$ cat src/rtl/dram_ref_pkg.sv
`timescale 1ns/1ps
package dram_ref_pkg;

  typedef enum logic [2:0] {
    SR_IDLE  = 3'd0,
    SR_SETUP = 3'd1,
    SR_HOLD  = 3'd2,
    SR_EXIT  = 3'd3,
    SR_BURST = 3'd4
  } sr_state_e;

  typedef enum logic {
    MODE_NORMAL  = 1'b0,
    MODE_BATTERY = 1'b1
  } ref_mode_e;

endpackage

$ cat src/rtl/ref_interval_timer.sv
`timescale 1ns/1ps
module ref_interval_timer
  import dram_ref_pkg::*;
#(
  parameter int NORM_CYC = 781,
  parameter int BATT_CYC = 6250
) (
  input  logic      clk,
  input  logic      rst,
  input  logic      run,
  input  logic      restart,
  input  ref_mode_e mode,
  output logic      tick
);
  localparam int MAXC = (NORM_CYC > BATT_CYC) ? NORM_CYC : BATT_CYC;
  localparam int CW   = $clog2(MAXC + 1);

  logic [CW-1:0] cnt;
  logic [CW-1:0] limit;

  always_comb limit = (mode == MODE_BATTERY) ? CW'(BATT_CYC - 1) : CW'(NORM_CYC - 1);

  always_ff @(posedge clk) begin
    if (rst || !run || restart) begin
      cnt  <= '0;
      tick <= 1'b0;
    end else if (cnt == limit) begin
      cnt  <= '0;
      tick <= 1'b1;
    end else begin
      cnt  <= cnt + 1'b1;
      tick <= 1'b0;
    end
  end

  // an interval boundary is a single-cycle event
  assert_tick_single_R2: assert property (@(posedge clk) disable iff (rst)
    tick |=> !tick);

endmodule

$ cat src/rtl/ref_debt_ledger.sv
`timescale 1ns/1ps
module ref_debt_ledger #(
  parameter int DEBT_MAX = 8
) (
  input  logic clk,
  input  logic rst,
  input  logic inc,
  input  logic ack,
  output logic pending,
  output logic overflow
);
  localparam int DW = $clog2(DEBT_MAX + 1);
  localparam logic [DW-1:0] DLIM = DW'(DEBT_MAX);

  logic [DW-1:0] debt;
  logic          dec;

  assign dec     = ack && (debt != '0);
  assign pending = (debt != '0);

  always_ff @(posedge clk) begin
    if (rst) begin
      debt     <= '0;
      overflow <= 1'b0;
    end else begin
      if (inc && !dec) begin
        if (debt == DLIM) overflow <= 1'b1;
        else              debt     <= debt + 1'b1;
      end else if (dec && !inc) begin
        debt <= debt - 1'b1;
      end
    end
  end

  assert_debt_bound_R5: assert property (@(posedge clk) disable iff (rst)
    debt <= DLIM);

  assert_err_sticky_R5: assert property (@(posedge clk) disable iff (rst)
    overflow |=> overflow);

  assert_ack_retires_R4: assert property (@(posedge clk) disable iff (rst)
    (ack && pending && !inc) |=> (debt == $past(debt) - 1'b1));

  assert_no_underflow_R4: assert property (@(posedge clk) disable iff (rst)
    (!pending && !inc) |=> !pending);

endmodule

$ cat src/rtl/sr_sequencer.sv
`timescale 1ns/1ps
module sr_sequencer
  import dram_ref_pkg::*;
#(
  parameter int ROWS       = 1024,
  parameter int CSR_CYC    = 1,
  parameter int SR_MIN_CYC = 5000,
  parameter int RP_CYC     = 6
) (
  input  logic      clk,
  input  logic      rst,
  input  logic      sleep_req,
  input  logic      can_enter,
  input  logic      ref_ack,
  output sr_state_e state
);
  localparam int M1  = (ROWS > SR_MIN_CYC) ? ROWS : SR_MIN_CYC;
  localparam int M2  = (CSR_CYC > RP_CYC) ? CSR_CYC : RP_CYC;
  localparam int SW  = $clog2(((M1 > M2) ? M1 : M2) + 1);
  localparam int HLW = $clog2(SR_MIN_CYC + 1);
  localparam logic [SW-1:0] CSR_LAST  = SW'(CSR_CYC - 1);
  localparam logic [SW-1:0] HOLD_LAST = SW'(SR_MIN_CYC - 1);
  localparam logic [SW-1:0] RP_LAST   = SW'(RP_CYC - 1);
  localparam logic [SW-1:0] ROW_LAST  = SW'(ROWS - 1);

  logic [SW-1:0]  scnt;
  logic [HLW-1:0] hold_len;

  always_ff @(posedge clk) begin
    if (rst) begin
      state <= SR_IDLE;
      scnt  <= '0;
    end else begin
      case (state)
        SR_IDLE:
          if (sleep_req && can_enter) begin
            state <= SR_SETUP;
            scnt  <= '0;
          end
        SR_SETUP:
          if (scnt == CSR_LAST) begin
            state <= SR_HOLD;
            scnt  <= '0;
          end else scnt <= scnt + 1'b1;
        SR_HOLD:
          if (scnt != HOLD_LAST) scnt <= scnt + 1'b1;
          else if (!sleep_req) begin
            state <= SR_EXIT;
            scnt  <= '0;
          end
        SR_EXIT:
          if (scnt == RP_LAST) begin
            state <= SR_BURST;
            scnt  <= '0;
          end else scnt <= scnt + 1'b1;
        SR_BURST:
          if (ref_ack) begin
            if (scnt == ROW_LAST) begin
              state <= SR_IDLE;
              scnt  <= '0;
            end else scnt <= scnt + 1'b1;
          end
        default: begin
          state <= SR_IDLE;
          scnt  <= '0;
        end
      endcase
    end
  end

  // Independent length counter for the hold window, used only by checks
  always_ff @(posedge clk) begin
    if (rst || state != SR_HOLD) hold_len <= '0;
    else if (hold_len != HLW'(SR_MIN_CYC)) hold_len <= hold_len + 1'b1;
  end

  assert_setup_then_hold_R7: assert property (@(posedge clk) disable iff (rst)
    (state == SR_SETUP) |=> (state == SR_SETUP || state == SR_HOLD));

  assert_hold_min_R8: assert property (@(posedge clk) disable iff (rst)
    (state == SR_HOLD) |=> (state == SR_HOLD || hold_len == HLW'(SR_MIN_CYC)));

  assert_exit_to_burst_R10: assert property (@(posedge clk) disable iff (rst)
    (state == SR_EXIT) |=> (state == SR_EXIT || state == SR_BURST));

  assert_idle_entry_R11: assert property (@(posedge clk) disable iff (rst)
    (state == SR_IDLE && !can_enter) |=> (state == SR_IDLE));

endmodule

$ cat src/rtl/dram_refresh_sched.sv
`timescale 1ns/1ps
module dram_refresh_sched
  import dram_ref_pkg::*;
#(
  parameter int ROWS       = 1024,
  parameter int NORM_CYC   = 781,
  parameter int BATT_CYC   = 6250,
  parameter int CSR_CYC    = 1,
  parameter int SR_MIN_CYC = 5000,
  parameter int RP_CYC     = 6,
  parameter int DEBT_MAX   = 8
) (
  input  logic clk,
  input  logic rst,
  input  logic mode_sel,
  input  logic sleep_req,
  input  logic ref_ack,
  output logic ref_req,
  output logic ras_ovr_n,
  output logic cas_ovr_n,
  output logic ovr_en,
  output logic sleep_ack,
  output logic busy,
  output logic debt_err
);
  sr_state_e state;
  ref_mode_e mode_q;
  logic      tick;
  logic      pending;
  logic      idle;
  logic      mode_chg;
  logic      can_enter;

  assign idle      = (state == SR_IDLE);
  assign can_enter = !pending && !tick;
  assign mode_chg  = idle && can_enter && (ref_mode_e'(mode_sel) != mode_q);

  always_ff @(posedge clk) begin
    if (rst)           mode_q <= MODE_NORMAL;
    else if (mode_chg) mode_q <= ref_mode_e'(mode_sel);
  end

  ref_interval_timer #(
    .NORM_CYC (NORM_CYC),
    .BATT_CYC (BATT_CYC)
  ) timer_i (
    .clk     (clk),
    .rst     (rst),
    .run     (idle),
    .restart (mode_chg),
    .mode    (mode_q),
    .tick    (tick)
  );

  ref_debt_ledger #(
    .DEBT_MAX (DEBT_MAX)
  ) ledger_i (
    .clk      (clk),
    .rst      (rst),
    .inc      (tick),
    .ack      (ref_ack && (state != SR_BURST)),
    .pending  (pending),
    .overflow (debt_err)
  );

  sr_sequencer #(
    .ROWS       (ROWS),
    .CSR_CYC    (CSR_CYC),
    .SR_MIN_CYC (SR_MIN_CYC),
    .RP_CYC     (RP_CYC)
  ) seq_i (
    .clk       (clk),
    .rst       (rst),
    .sleep_req (sleep_req),
    .can_enter (can_enter),
    .ref_ack   (ref_ack),
    .state     (state)
  );

  // Outputs decode only registered state
  assign ovr_en    = (state == SR_SETUP) || (state == SR_HOLD) || (state == SR_EXIT);
  assign cas_ovr_n = !((state == SR_SETUP) || (state == SR_HOLD));
  assign ras_ovr_n = !(state == SR_HOLD);
  assign sleep_ack = (state == SR_HOLD);
  assign busy      = !idle;
  assign ref_req   = pending || (state == SR_BURST);

  assert_cas_first_R7: assert property (@(posedge clk) disable iff (rst)
    $fell(ras_ovr_n) |-> (!cas_ovr_n && $past(!cas_ovr_n)));

  assert_ack_strobes_R7: assert property (@(posedge clk) disable iff (rst)
    sleep_ack |-> (!ras_ovr_n && !cas_ovr_n && ovr_en));

  assert_no_req_in_sr_R9: assert property (@(posedge clk) disable iff (rst)
    ovr_en |-> !ref_req);

  assert_mode_quiet_R6: assert property (@(posedge clk) disable iff (rst)
    (mode_q != $past(mode_q)) |-> $past(!pending && state == SR_IDLE));

endmodule

$ cat config.mk
export PLATFORM = sky130hd
export DESIGN_NAME = dram_refresh_sched
export DESIGN_NICKNAME = d
export VERILOG_FILES = /design/src/rtl/dram_ref_pkg.sv /design/src/rtl/ref_interval_timer.sv /design/src/rtl/ref_debt_ledger.sv /design/src/rtl/sr_sequencer.sv /design/src/rtl/dram_refresh_sched.sv
export SDC_FILE = /design/constraint.sdc
export NUM_CORES = 1
export LEC_CHECK = 0
export BUFFER_PORTS_ARGS = -buffer_cell sky130_fd_sc_hd__buf_2
export CAP_MARGIN = 15
export CORE_MARGIN = 3
export CORE_UTILIZATION = 45
export DETAILED_ROUTE_END_ITERATION = 8
export GPL_TIMING_DRIVEN = 0
export HOLD_SLACK_MARGIN = 0.06
export SETUP_SLACK_MARGIN = 0.05
export SLEW_MARGIN = 20
export SYNTH_ARGS = -nofsm -noshare
export SYNTH_HDL_FRONTEND = slang
export SYNTH_SLANG_ARGS = --single-unit
$ cat constraint.sdc
create_clock -name clk -period 3.5 [get_ports clk]
set_clock_uncertainty 0.1 [all_clocks]
set_input_delay 0.7 -clock clk [delete_from_list [all_inputs] [get_ports clk]]
set_output_delay 0.7 -clock clk [all_outputs]
set_load 0.005 [all_outputs]
# Word-level counts from Yosys, hierarchy flattened
# Cells that the tools add are included.
# classes
reduce_logical	28
n_addsub	4
n_mux	21
n_eq_ne	20
# ops
operator	n
2-to-1 mux 13 bit	8
one-hot mux 13 bit (5 select lines)	1
adder 13 x 1 -> 13 bit (second input constant)	2
2-to-1 mux 3 bit	7
one-hot mux 3 bit (5 select lines)	1
== test 13 x 10 -> 1 bit (second input constant)	1
== test 13 bit	1
== test 13 x 3 -> 1 bit (second input constant)	1
logical NOT 13 bit	1
!= test 13 bit (second input constant)	1
2-to-1 mux 4 bit	3
logical AND 1 bit	8
!= test 2 x 1 -> 1 bit (second input constant)	4
!= test 2 bit (second input constant)	4
AND reduction 7 bit	1
== test 3 x 2 -> 1 bit (second input constant)	2
logical NOT 1 bit	6
logical OR 1 bit	5
adder 4 x 1 -> 4 bit (second input constant)	1
== test 4 bit (second input constant)	1
AND reduction 2 bit	2
nonzero test 4 bit	1
subtractor 4 x 1 -> 4 bit (second input constant)	1
== test 3 x 1 -> 1 bit (second input constant)	1
other kinds (9)	9
# totals
inputBits	5
elab_cells	80
ff_bits	36

# Depth between registers and ports, before layout
# logic_depth
ltp_word	7
depth_mapped	10
ltp_nobuf	9

# Modules after synthesis
# From an unflattened synthesis, not the netlist that was laid out.
# unflattened
hier_cells	258
area_unflattened_um2	2214.6
# by_module_without_submodules
module	area_per_inst_um2	cells_per_inst	n_inst
sr_sequencer	1079.8	131	1
ref_interval_timer	646.9	72	1
ref_debt_ledger	356.6	38	1
dram_refresh_sched	131.4	17	1

# Least setup slack after synthesis
# OpenSTA, ideal clock, no wires.
# synth_path
kind	register to register
start	register seq_i.state[1]
end	register ledger_i.debt[3]
stages_incl_launch_ff	11
path_slack_ns	0.892
path_buffers	1
period_less_slack_ns	2.608
required_ns	3.330
arrival_time_ns	2.438
cell_sequence	dfxtp_1 -> clkbuf_1 -> or3b_2 -> a31oi_1 -> inv_1 -> ha_1 -> a21o_1 -> a21oi_1 -> xnor2_1 -> or3_1 -> a21oi_1
# synth_between
elab_chain_len	7
# synth_rtl
item	line	rtl
from (decl)	sr_sequencer.sv:15	output sr_state_e state
from (signal assigned)	sr_sequencer.sv:31	state <= SR_IDLE;
from (signal assigned)	sr_sequencer.sv:37	state <= SR_SETUP;
from (signal assigned)	sr_sequencer.sv:42	state <= SR_HOLD;
!= test 3 bit (*)	dram_refresh_sched.sv:61	.ack (ref_ack && (state != SR_BURST)),
logical AND 1 bit (*)	dram_refresh_sched.sv:61	
logical AND 1 bit (*)	ref_debt_ledger.sv:18	assign dec = ack && (debt != '0);
logical NOT 1 bit	ref_debt_ledger.sv:26	if (inc && !dec) begin
logical AND 1 bit	ref_debt_ledger.sv:26	
!= test 2 bit (no line) or nonzero test 2 bit (tied branches)	--	
AND reduction 2 bit (no line)	--	
to (signal assigned)	ref_debt_ledger.sv:28	else debt <= debt + 1'b1;
to (signal assigned)	ref_debt_ledger.sv:30	debt <= debt - 1'b1;
to (decl)	ref_debt_ledger.sv:15	logic [DW-1:0] debt;
# Mark *: on every way between the ends. The rest lies on a longest branch, timed or not.
# A chain may end at the register's enable or synchronous reset.

# Worst setup path in the final report
# layout_path
start	register seq_i.state[0]
end	register ledger_i.debt[3]
# Same word-level chain as after synthesis.

==> metrics.md <==
| Metric | Value |
|---|---|
| Status | `finished clean` |
| Vias in the first global route | `between 1500 and 2000` |
| Critical Path Fanout Max | `8` |
| Synthesized netlist cell count | `236` |
| Routability congestion estimate | `roughly 0.80` |
| Vias per inst | `approximately 5.3` |
| CTS tree | `built` |
| Final core utilization | `0.534` |
| Fin crit share | `0.812` |
| Die area | `~0.0052 mm2` |
| Critical path class | `reg2reg` |
| Hold buffer count at cts | `0` |
| Min-Delay Path Class | `reg2reg` |
| # resized after CTS | `0` |
| Hold Path Cell Cnt | `2` |
| Global-route wire length before repair | `7.04 mm` |
| DRC errors left | `0` |
| Slew HR | `0.594` |
| Die width | `between 70 and 80 um` |
| Worst slew pin tran | `~0.6 ns` |
| Clock Tree Buf Depth | `2` |
| Maximum number of pins on one net before global-route repair | `13` |
| Starting utilization of the core area | `0.478` |
| Leak | `0.774 nW` |
| Clk_lat worst skew | `about 0.30 ns` |
| Drt wl/cell | `12.9 um` |
| Non-filler cells, final | `about 310` |
| Syn nets | `roughly 250` |
| DR iter-0 viols | `42` |
| Num CTS Buffers | `5` |
| Fin nets | `roughly 270` |
| Peak supply drop | `between 200 and 300 uV` |
| Startpoint types | `flip-flop` |
| Core area | `approximately 0.0041 mm2` |
| Initial antenna violation count | `0` |
| Diode count | `0` |
| RR Startpoint | `seq_i.state[0]$_SDFFE_PP0P_` |
| GRT overflow | `0` |
| Placed insts | `297` |
| CP endpoint kind | `flip-flop` |
| Hold Slack | `around 0.35 ns` |
| Setup TNS | `0 ns` |
| Post-synth EDFFs | `0` |
| Number of port buffers | `11` |
| Post-route worst setup slack | `0.659 ns` |
| CP arrival | `2.97 ns` |
| Post-synthesis async set-or-reset flop share | `0` |
| Via Count | `1626` |
| Primary FF master, synth | `dfxtp_1` |
| Crit path max-delay cell type | `or3b_2` |
| Final Setup Violations | `0` |
| Final HPWL DP | `~2.9 mm` |
| Reg2Reg Setup Slack | `roughly 0.66 ns` |
| Worst Hold Endpoint | `ledger_i.overflow$_SDFFE_PP0P_` |
| Hold Startpoint | `ledger_i.overflow$_SDFFE_PP0P_` |
| Clock Sinks | `36` |
| DP Area | `about 0.0021 mm2` |
| Setup Slack @ Placement | `about 0.67 ns` |
| Area Overhead vs Synth | `11.6%` |
| Syn avg cell area | `8.34 um2` |
| Syn. warnings | `0` |
| CTS root buffer | `clkbuf_8` |
| Final ANT Viol Nets | `0` |
| Ports | `12` |
| Crit-path cells | `clkbuf_1 > or3b_2 > a31oi_1 > inv_1 > ha_1 > a21o_1 > a21oi_1 > xnor2_1 > or3_1 > a21oi_1` |
| Post-synthesis register bit count | `36` |
| Pins over their slew limit | `0` |
| RSZ-0062 raised after global routing | `no` |
| Hold Vio Cnt, Final | `0` |
| Post-route cell area | `between 0.002 and 0.0025 mm2` |
| H-tree levels | `2` |
| CP Data Required Time | `3.63 ns` |
| Max-Cap Viols | `0` |
| Most frequent CP cell | `a21oi_1` |
| Synthesized area | `between 0.0015 and 0.002 mm2` |
| Clock slew at reported path FFs | `roughly 0.080 ns` |
| Layout cell share with drive strength beyond 1 | `0.118` |
| Fin crit period | `roughly 2.8 ns` |
| Row count | `23` |
| Highest Clock Rate | `0.352 GHz` |
| CP peak stage delay | `roughly 0.55 ns` |
| Cell variety after synth | `46` |
| Worst R2R End | `ledger_i.debt[3]$_SDFFE_PP0P_` |
| Drt pass-1 iters | `4` |
| Drt total wl | `slightly below 4 mm` |
| Post-CTS setup buffer count | `0` |
| Post-synthesis sequential area ratio | `0.366` |
| Power Density | `around 660 mW/mm2` |
| Worst-case reg-to-reg path depth | `10` |
| GRT Util Overall | `0.172` |
| Final Power | `about 1.4 mW` |
| Die extent in y | `72.1 um` |
==> flip-flops by register name, indices dropped and copies added, names as in the netlist <==
name	flops
mode_q	1
seq_i.scnt	13
ledger_i.debt	4
seq_i.state	3
timer_i.tick	1
timer_i.cnt	13
ledger_i.overflow	1
==> cell usage in the layout (no fill, tap or decap), types with 2 or more instances in the layout <==
cell type  count
clkbuf_8       5
mux2i_1        3
nor3_1         4
o31ai_1        2
nor2_1        37
or4_1          2
buf_2         13
and2_1         2
inv_1         10
ha_1           6
nand4_1        3
nand3_1       10
a21o_1         2
a21oi_1        9
clkbuf_1       7
nand2b_1       4
and3_1         5
nor4b_1        2
dfxtp_1       36
xnor2_1       20
o21ai_0        3
or3_1          3
nor4_1         6
and4_1         3
nand2_1       17
a211oi_1      10
xor2_1         7
or4b_2         2
==> per-layer routing <==
| metal | part of all wire | GRT usage |
|---|---|---|
| met4 | 0.013 | 0.0752 |
| met5 | 0 | 0 |
| met3 | 0.039 | 0.0457 |
| met1 | 0.53 | 0.234 |
| met2 | 0.42 | 0.254 |
==> synth_stat cells, types with 4 or more instances <==
| library cell | n | area share |
|---|---|---|
| clkbuf_1 | 7 | 0.013 |
| dfxtp_1 | 36 | 0.37 |
| xnor2_1 | 20 | 0.089 |
| xor2_1 | 7 | 0.031 |
| nand2b_1 | 4 | 0.013 |
| ha_1 | 6 | 0.038 |
| a21oi_1 | 9 | 0.023 |
| nand3_1 | 10 | 0.025 |
| nor4_1 | 6 | 0.019 |
| and3_1 | 5 | 0.016 |
| inv_1 | 10 | 0.019 |
| nor3_1 | 4 | 0.010 |
| a211oi_1 | 10 | 0.038 |
| nor2_1 | 37 | 0.071 |
| nand2_1 | 17 | 0.032 |
==> worst max-delay path by stage <==
stage	startpoint	endpoint	cells after the start
detailed placement	seq_i.state[1]$_SDFFE_PP0P_	ledger_i.debt[3]$_SDFFE_PP0P_	10
floorplan	seq_i.state[1]$_SDFFE_PP0P_	ledger_i.debt[3]$_SDFFE_PP0P_	10
finish	seq_i.state[0]$_SDFFE_PP0P_	ledger_i.debt[3]$_SDFFE_PP0P_	10
global route	seq_i.state[1]$_SDFFE_PP0P_	ledger_i.debt[3]$_SDFFE_PP0P_	10
CTS	seq_i.state[0]$_SDFFE_PP0P_	ledger_i.debt[3]$_SDFFE_PP0P_	10
global placement	seq_i.state[1]$_SDFFE_PP0P_	ledger_i.debt[3]$_SDFFE_PP0P_	10
==> report_power, final <==
group	switching [mW]	internal [mW]
registers	0.0496	0.455
logic	0.330	0.245
clock network	0.157	0.211
total	0.537	0.911
==> critical path: cells and delay by family (launching register included) <==
| family | cells | cell delay, ns |
|---|---|---|
| AO/OA/AOI/OAI | 4 | 0.79 |
| AND/OR/NAND/NOR | 2 | 0.86 |
| XOR/XNOR | 1 | 0.10 |
| adder cells (fa/ha/maj) | 1 | 0.29 |
| buffers and inverters | 2 | 0.33 |
| flip-flops | 1 | 0.30 |
==> cell type report <==
class | count | area [um2]
buffer | 11 | 47.5
fill | 398 | 1920
multi-input combinational | 179 | 1160
inverter | 10 | 37.5
clock buffer | 5 | 68.8
clock inverter | 3 | 42.5
sequential | 36 | 721
tap | 50 | 62.6
timing repair buffer | 11 | 55.1
==> cell families after synthesis <==
kind of cell | share of synthesized area
xor+xnor | 0.120
simple gates | 0.281
flops | 0.366
compound gates | 0.126
mux | 0.0153
buf+inv | 0.0432
fa+ha+maj | 0.0483
No activity file was read; power rests on OpenSTA's default activity.
